$ cat config.mk
export PLATFORM = sky130hd
export DESIGN_NAME = case_dispatch
export DESIGN_NICKNAME = d
export VERILOG_FILES = /design/src/rtl/case_dispatch_pkg.sv /design/src/rtl/cd_dense_eval.sv /design/src/rtl/cd_addr_add.sv /design/src/rtl/case_dispatch.sv
export SDC_FILE = /design/constraint.sdc
export NUM_CORES = 1
export LEC_CHECK = 0
export BUFFER_PORTS_ARGS = -buffer_cell sky130_fd_sc_hd__buf_2
export CELL_PAD_IN_SITES_DETAIL_PLACEMENT = 0
export CELL_PAD_IN_SITES_GLOBAL_PLACEMENT = 1
export CORE_MARGIN = 2
export CORE_UTILIZATION = 45
export DETAILED_ROUTE_END_ITERATION = 16
export PLACE_DENSITY_LB_ADDON = 0.3
export SLEW_MARGIN = 20
export SYNTH_ARGS = -nofsm -noshare
export SYNTH_HDL_FRONTEND = slang
export SYNTH_SLANG_ARGS = --single-unit
export TNS_END_PERCENT = 20
$ cat constraint.sdc
create_clock -name clk -period 5.7 [get_ports clk]
set_input_delay 1.14 -clock clk [delete_from_list [all_inputs] [get_ports clk]]
set_output_delay 1.14 -clock clk [all_outputs]
set_load 0.01 [all_outputs]
$ cat src/rtl/case_dispatch_pkg.sv
`timescale 1ns/1ps
package case_dispatch_pkg;

    localparam logic MODE_DENSE  = 1'b0;
    localparam logic MODE_SPARSE = 1'b1;

    typedef enum logic [3:0] {
        ST_IDLE,
        ST_HEAD,
        ST_DNUM,
        ST_DCHK,
        ST_SINIT,
        ST_SKEY,
        ST_SCMP,
        ST_OFFRD,
        ST_TGT,
        ST_DONE
    } cd_state_e;

endpackage

$ cat src/rtl/cd_dense_eval.sv
`timescale 1ns/1ps
// Dense-table range evaluation: distance from the highest case and in-range test.
module cd_dense_eval #(
    parameter int W = 16
) (
    input  logic [W-1:0] last_word,
    input  logic [W-1:0] sw_value,
    input  logic [W-1:0] count_word,
    input  logic [W-1:0] held_diff,
    input  logic         held_borrow,
    output logic [W-1:0] diff,
    output logic         borrow,
    output logic         in_range
);
    logic [W:0] wide;

    assign wide     = {1'b0, last_word} - {1'b0, sw_value};
    assign diff     = wide[W-1:0];
    assign borrow   = wide[W];
    // no borrow and count strictly above the distance
    assign in_range = !held_borrow && (count_word > held_diff);
endmodule

$ cat src/rtl/cd_addr_add.sv
`timescale 1ns/1ps
// Modulo-2^W address adder.
module cd_addr_add #(
    parameter int W = 16
) (
    input  logic [W-1:0] a,
    input  logic [W-1:0] b,
    output logic [W-1:0] sum
);
    assign sum = a + b;
endmodule

$ cat src/rtl/case_dispatch.sv
`timescale 1ns/1ps
module case_dispatch
    import case_dispatch_pkg::*;
#(
    parameter int W = 16
) (
    input  logic         clk,
    input  logic         rst_n,
    input  logic         cmd_valid,
    input  logic         cmd_mode,
    input  logic [W-1:0] cmd_base,
    input  logic [W-1:0] cmd_value,
    output logic         busy,
    output logic         mem_rd,
    output logic [W-1:0] mem_addr,
    input  logic [W-1:0] mem_rdata,
    output logic         done,
    output logic         res_hit,
    output logic [W-1:0] res_addr,
    output logic [W-1:0] res_value
);
    localparam logic [W-1:0] ONE = W'(1);
    localparam logic [W-1:0] TWO = W'(2);

    cd_state_e    state_q, state_d;
    logic         mode_q;
    logic [W-1:0] base_q, value_q, diff_q, ptr_q, remain_q, off_addr_q, res_addr_q;
    logic         borrow_q, hit_q;

    logic [W-1:0] diff_w, base_plus2, dense_cont, tgt_sum, sparse_end;
    logic         borrow_w, in_range_w, key_match;

    assign base_plus2 = base_q + TWO;
    assign sparse_end = base_q + ONE + {mem_rdata[W-2:0], 1'b0};
    assign key_match  = (mem_rdata == value_q);

    cd_dense_eval #(.W(W)) u_eval (
        .last_word  (mem_rdata),
        .sw_value   (value_q),
        .count_word (mem_rdata),
        .held_diff  (diff_q),
        .held_borrow(borrow_q),
        .diff       (diff_w),
        .borrow     (borrow_w),
        .in_range   (in_range_w)
    );

    cd_addr_add #(.W(W)) u_cont_add (
        .a  (base_plus2),
        .b  (mem_rdata),
        .sum(dense_cont)
    );

    cd_addr_add #(.W(W)) u_tgt_add (
        .a  (off_addr_q),
        .b  (mem_rdata),
        .sum(tgt_sum)
    );

    // Next-state selection
    always_comb begin
        state_d = state_q;
        unique case (state_q)
            ST_IDLE:  if (cmd_valid) state_d = ST_HEAD;
            ST_HEAD:  state_d = (mode_q == MODE_DENSE) ? ST_DNUM : ST_SINIT;
            ST_DNUM:  state_d = ST_DCHK;
            ST_DCHK:  state_d = in_range_w ? ST_OFFRD : ST_DONE;
            ST_SINIT: state_d = (mem_rdata == '0) ? ST_DONE : ST_SKEY;
            ST_SKEY:  state_d = ST_SCMP;
            ST_SCMP: begin
                if (key_match)            state_d = ST_OFFRD;
                else if (remain_q == ONE) state_d = ST_DONE;
                else                      state_d = ST_SKEY;
            end
            ST_OFFRD: state_d = ST_TGT;
            ST_TGT:   state_d = ST_DONE;
            ST_DONE:  state_d = ST_IDLE;
            default:  state_d = ST_IDLE;
        endcase
    end

    // State register
    always_ff @(posedge clk or negedge rst_n) begin
        if (!rst_n) state_q <= ST_IDLE;
        else        state_q <= state_d;
    end

    // Datapath registers
    always_ff @(posedge clk or negedge rst_n) begin
        if (!rst_n) begin
            mode_q     <= MODE_DENSE;
            base_q     <= '0;
            value_q    <= '0;
            diff_q     <= '0;
            borrow_q   <= 1'b0;
            ptr_q      <= '0;
            remain_q   <= '0;
            off_addr_q <= '0;
            res_addr_q <= '0;
            hit_q      <= 1'b0;
        end else begin
            unique case (state_q)
                ST_IDLE: if (cmd_valid) begin
                    mode_q  <= cmd_mode;
                    base_q  <= cmd_base;
                    value_q <= cmd_value;
                    hit_q   <= 1'b0;
                end
                ST_DNUM: begin
                    diff_q   <= diff_w;
                    borrow_q <= borrow_w;
                end
                ST_DCHK: begin
                    if (in_range_w) off_addr_q <= base_plus2 + diff_q;
                    else            res_addr_q <= dense_cont;
                end
                ST_SINIT: begin
                    ptr_q      <= base_q + ONE;
                    remain_q   <= mem_rdata;
                    res_addr_q <= sparse_end;
                end
                ST_SCMP: begin
                    if (key_match) begin
                        off_addr_q <= ptr_q + ONE;
                    end else begin
                        ptr_q    <= ptr_q + TWO;
                        remain_q <= remain_q - ONE;
                    end
                end
                ST_TGT: begin
                    res_addr_q <= tgt_sum;
                    hit_q      <= 1'b1;
                end
                default: ;
            endcase
        end
    end

    // Outputs
    always_comb begin
        mem_rd   = 1'b0;
        mem_addr = '0;
        busy     = 1'b1;
        done     = 1'b0;
        unique case (state_q)
            ST_IDLE:  busy = 1'b0;
            ST_HEAD:  begin mem_rd = 1'b1; mem_addr = base_q;       end
            ST_DNUM:  begin mem_rd = 1'b1; mem_addr = base_q + ONE; end
            ST_SKEY:  begin mem_rd = 1'b1; mem_addr = ptr_q;        end
            ST_OFFRD: begin mem_rd = 1'b1; mem_addr = off_addr_q;   end
            ST_DONE:  done = 1'b1;
            default: ;
        endcase
    end

    assign res_hit   = hit_q;
    assign res_addr  = res_addr_q;
    assign res_value = value_q;
endmodule

==> impl_metrics.yaml <==
sta:
  grt_setup_unrepaired: "no"
  period_share: 0.736
  relSlewSlack: 0.341
  timing.hold.ws_ns: 0.487
  finalHoldViolCount: 0
  finalSetupViolCount: 0
  fin_crit_ns: 4.20
  skew_ns: 0.0112
  worst_pin_slew_ns: 0.988
  fin_setup_tns_ns: 0
  max_freq_mhz: 238
  finalMaxSlewViolations: 0
clock_tree:
  cts_root_buf: "clkbuf_16"
  ctsResizeCount: 0
  path_clk_slew_ns: 0.06
  clockBufferDepth: 2
  clk_latency_ns: 0.43
  cts_buffers: 17
  h-tree-depth: 4
  cts_sinks: 119
  hold_buffers: 0
  cts_tree: "yes"
  postCtsSetupBuffers: 0
floorplan:
  rows: 54
  die_w_um: 154
  initial_core_util: 0.461
  core_area_sq_um: 21900
  die_area_sq_um: 23600
  chipHeight_um: 154
  pin_count: 104
logic_synthesis:
  synth.cell_area_sq_um: 10100
  synth-seq-cells: 119
  netlist.area_leader.share: 0.295
  synth_warnings: 0
  synthCells: 1207
  ys.flop_type: "dfrtp_1"
  synth_cell_types: 77
  synth_area_per_cell_sq_um: 8.36
  synth_enable_flop_cells: 0
  synth_seq_area_share: 0.295
  synth_nets: 1345
  synthTopCellsByArea: "dfrtp_1, ha_1, mux2_2, o21ai_0, nand2_1"
  synth.largest_area_cell: "dfrtp_1"
  synth-async-reset-ratio: 1.00
worst_setup_path:
  r2r_cells: 11
  path_class: "reg2out"
  crit_chain: "ha_1 -> nand3_1 -> nor3_1 -> and3_1 -> nand2_1 -> xnor2_1 -> nand2_1 -> nand2_1 -> buf_2"
  slowest_delay_ns: 0.56
  worst-path-max-fanout: 8
  slowest_stage: "dfrtp_1"
  crit_arrival_ns: 3.06
  required_ns: 4.56
  cp-end-kind: "output pin"
  crit_top_cell: "nand2_1"
  start_kind: "flop"
power:
  leakage_nw: 5.13
  powerDensity_nw_per_um2: 727
  ir_drop_uv: 259
place:
  gp_congestion: 0.923
  dpl_cell_area_sq_um: 10800
  io_buffers: 103
  dp_hpwl_mm: 26.1
worst_hold_path:
  holdPathStages: 2
  min_path_type: "reg2reg"
route:
  dr.first_iter.drc_count: 946
  drc: 0
  wl_per_cell_um: 21.8
  ant_nets: 0
  wirelength_mm: 34.1
  drt_first_pass_iters: 6
  vias_per_cell: 6.19
  num_vias: 9686
layout:
  syn_to_final_growth_pct: 12.8
  nFillCells: 2128
  fin_area_sq_um: 11400
  fin_nets: 1413
  ff_latch_area_sq_um: 2980
  antenna_cells: 0
  multi_input_area_sq_um: 6640
  layout-drive-gt1-share: 0.176
run:
  maxCapViolCount: 0
grt:
  gr-total-overflow: 0
  grt_max_degree: 64
  grt_pass1_vias: 9110
  antenna_found_initial: 0
  grt_pass1_wl_mm: 53.5
  track_usage: 0.292
outcome:
  status: "finished clean"
kinds of logic (layout without fill, tap and decap cells):
group | count (synthesis) | after routing | share of synthesized area
mux | 64 | 64 | 0.0703
buf+inv | 127 | 206 | 0.0503
compound gates | 350 | 350 | 0.225
simple gates | 378 | 378 | 0.178
fa+ha+maj | 86 | 86 | 0.110
flops | 119 | 119 | 0.295
xor+xnor | 83 | 83 | 0.0720
report_power, final:
part           leakage, nW  switching, W  internal [W]
clock                0.273      0.000420      0.000680
sequential            1.42      0.000603       0.00127
combinational         3.44       0.00314       0.00217
total                 5.13       0.00416       0.00412
final cells by class:
class,count,share of cell area
repair buffers,117,0.0551
clock buffers,21,0.0387
clock inverters,9,0.0113
inverters,59,0.0195
well taps,280,0.0308
flip-flops and latches,119,0.262
multi-input cells,961,0.583
routing by layer:
layer | GRT usage | up-vias | part of all wire
li1 | - | 4544 | -
met2 | 0.468 | 410 | 0.46
met4 | 0.0904 | 0 | 0.026
met5 | 0 | - | 0
met1 | 0.401 | 4678 | 0.43
met3 | 0.0569 | 54 | 0.076
registers in the layout, summed over array words and instances (netlist names):
| signal | count |
|---|---|
| off_addr_q | 16 |
| ptr_q | 16 |
| borrow_q | 1 |
| res_addr | 16 |
| mode_q | 1 |
| diff_q | 16 |
| remain_q | 16 |
| res_value | 16 |
| state_q | 4 |
| base_q | 16 |
| res_hit | 1 |
cells in the mapped netlist (34+ instances only):
master,n
nor2_1,91
ha_1,82
mux2_2,55
nand3_1,40
a21oi_1,87
inv_1,59
xnor2_1,49
xor2_1,34
clkbuf_1,52
nand2_1,128
o21ai_0,99
dfrtp_1,119
metrics by stage:
stage / instances / utilization / total power (W) / setup WS (ns)
2_1_floorplan: 1207 / - / 0.00541 / 2.23
3_3_place_gp: 1535 / 0.493 / 0.00701 / 1.65
3_5_place_dp: 1535 / 0.493 / 0.00704 / 1.60
4_1_cts: 1565 / 0.519 / 0.00818 / 1.56
5_1_grt: 1566 / 0.520 / 0.00889 / 1.30
6_report: 1566 / 0.520 / 0.00828 / 1.50
worst paths after layout:
path / from / end / slack (ns)
setup / recovery: base_q[1]$_DFFE_PN0P_ / mem_addr[13] / 1.50
hold / removal: remain_q[14]$_DFFE_PN0P_ / remain_q[14]$_DFFE_PN0P_ / 0.49
setup reg to reg: state_q[0]$_DFFE_PN0P_ / res_addr[13]$_DFFE_PN0P_ / 1.53
hold reg to reg: remain_q[14]$_DFFE_PN0P_ / remain_q[14]$_DFFE_PN0P_ / 0.49
max in group asynchronous: rst_n / off_addr_q[8]$_DFFE_PN0P_ / 4.13
min in group asynchronous: rst_n / res_addr[7]$_DFFE_PN0P_ / 0.50
placed cells by master (no fill, tap or decap), drive strengths merged, types with 49 or more instances in the layout:
cell / n
ha: 82
xnor2: 49
o21ai: 99
dfrtp: 119
buf: 117
nor2: 91
a21oi: 89
inv: 59
mux2: 55
nand2: 128
critical path, delay by kind of cell, from the launching register on:
kind | cells | cell delay, ns
adder cells (fa/ha/maj) | 1 | 0.30
AND/OR/NAND/NOR | 6 | 1.15
XOR/XNOR | 1 | 0.50
buffers and inverters | 1 | 0.13
flip-flops | 1 | 0.56
Note: power is estimated with default switching activity, not from simulation.
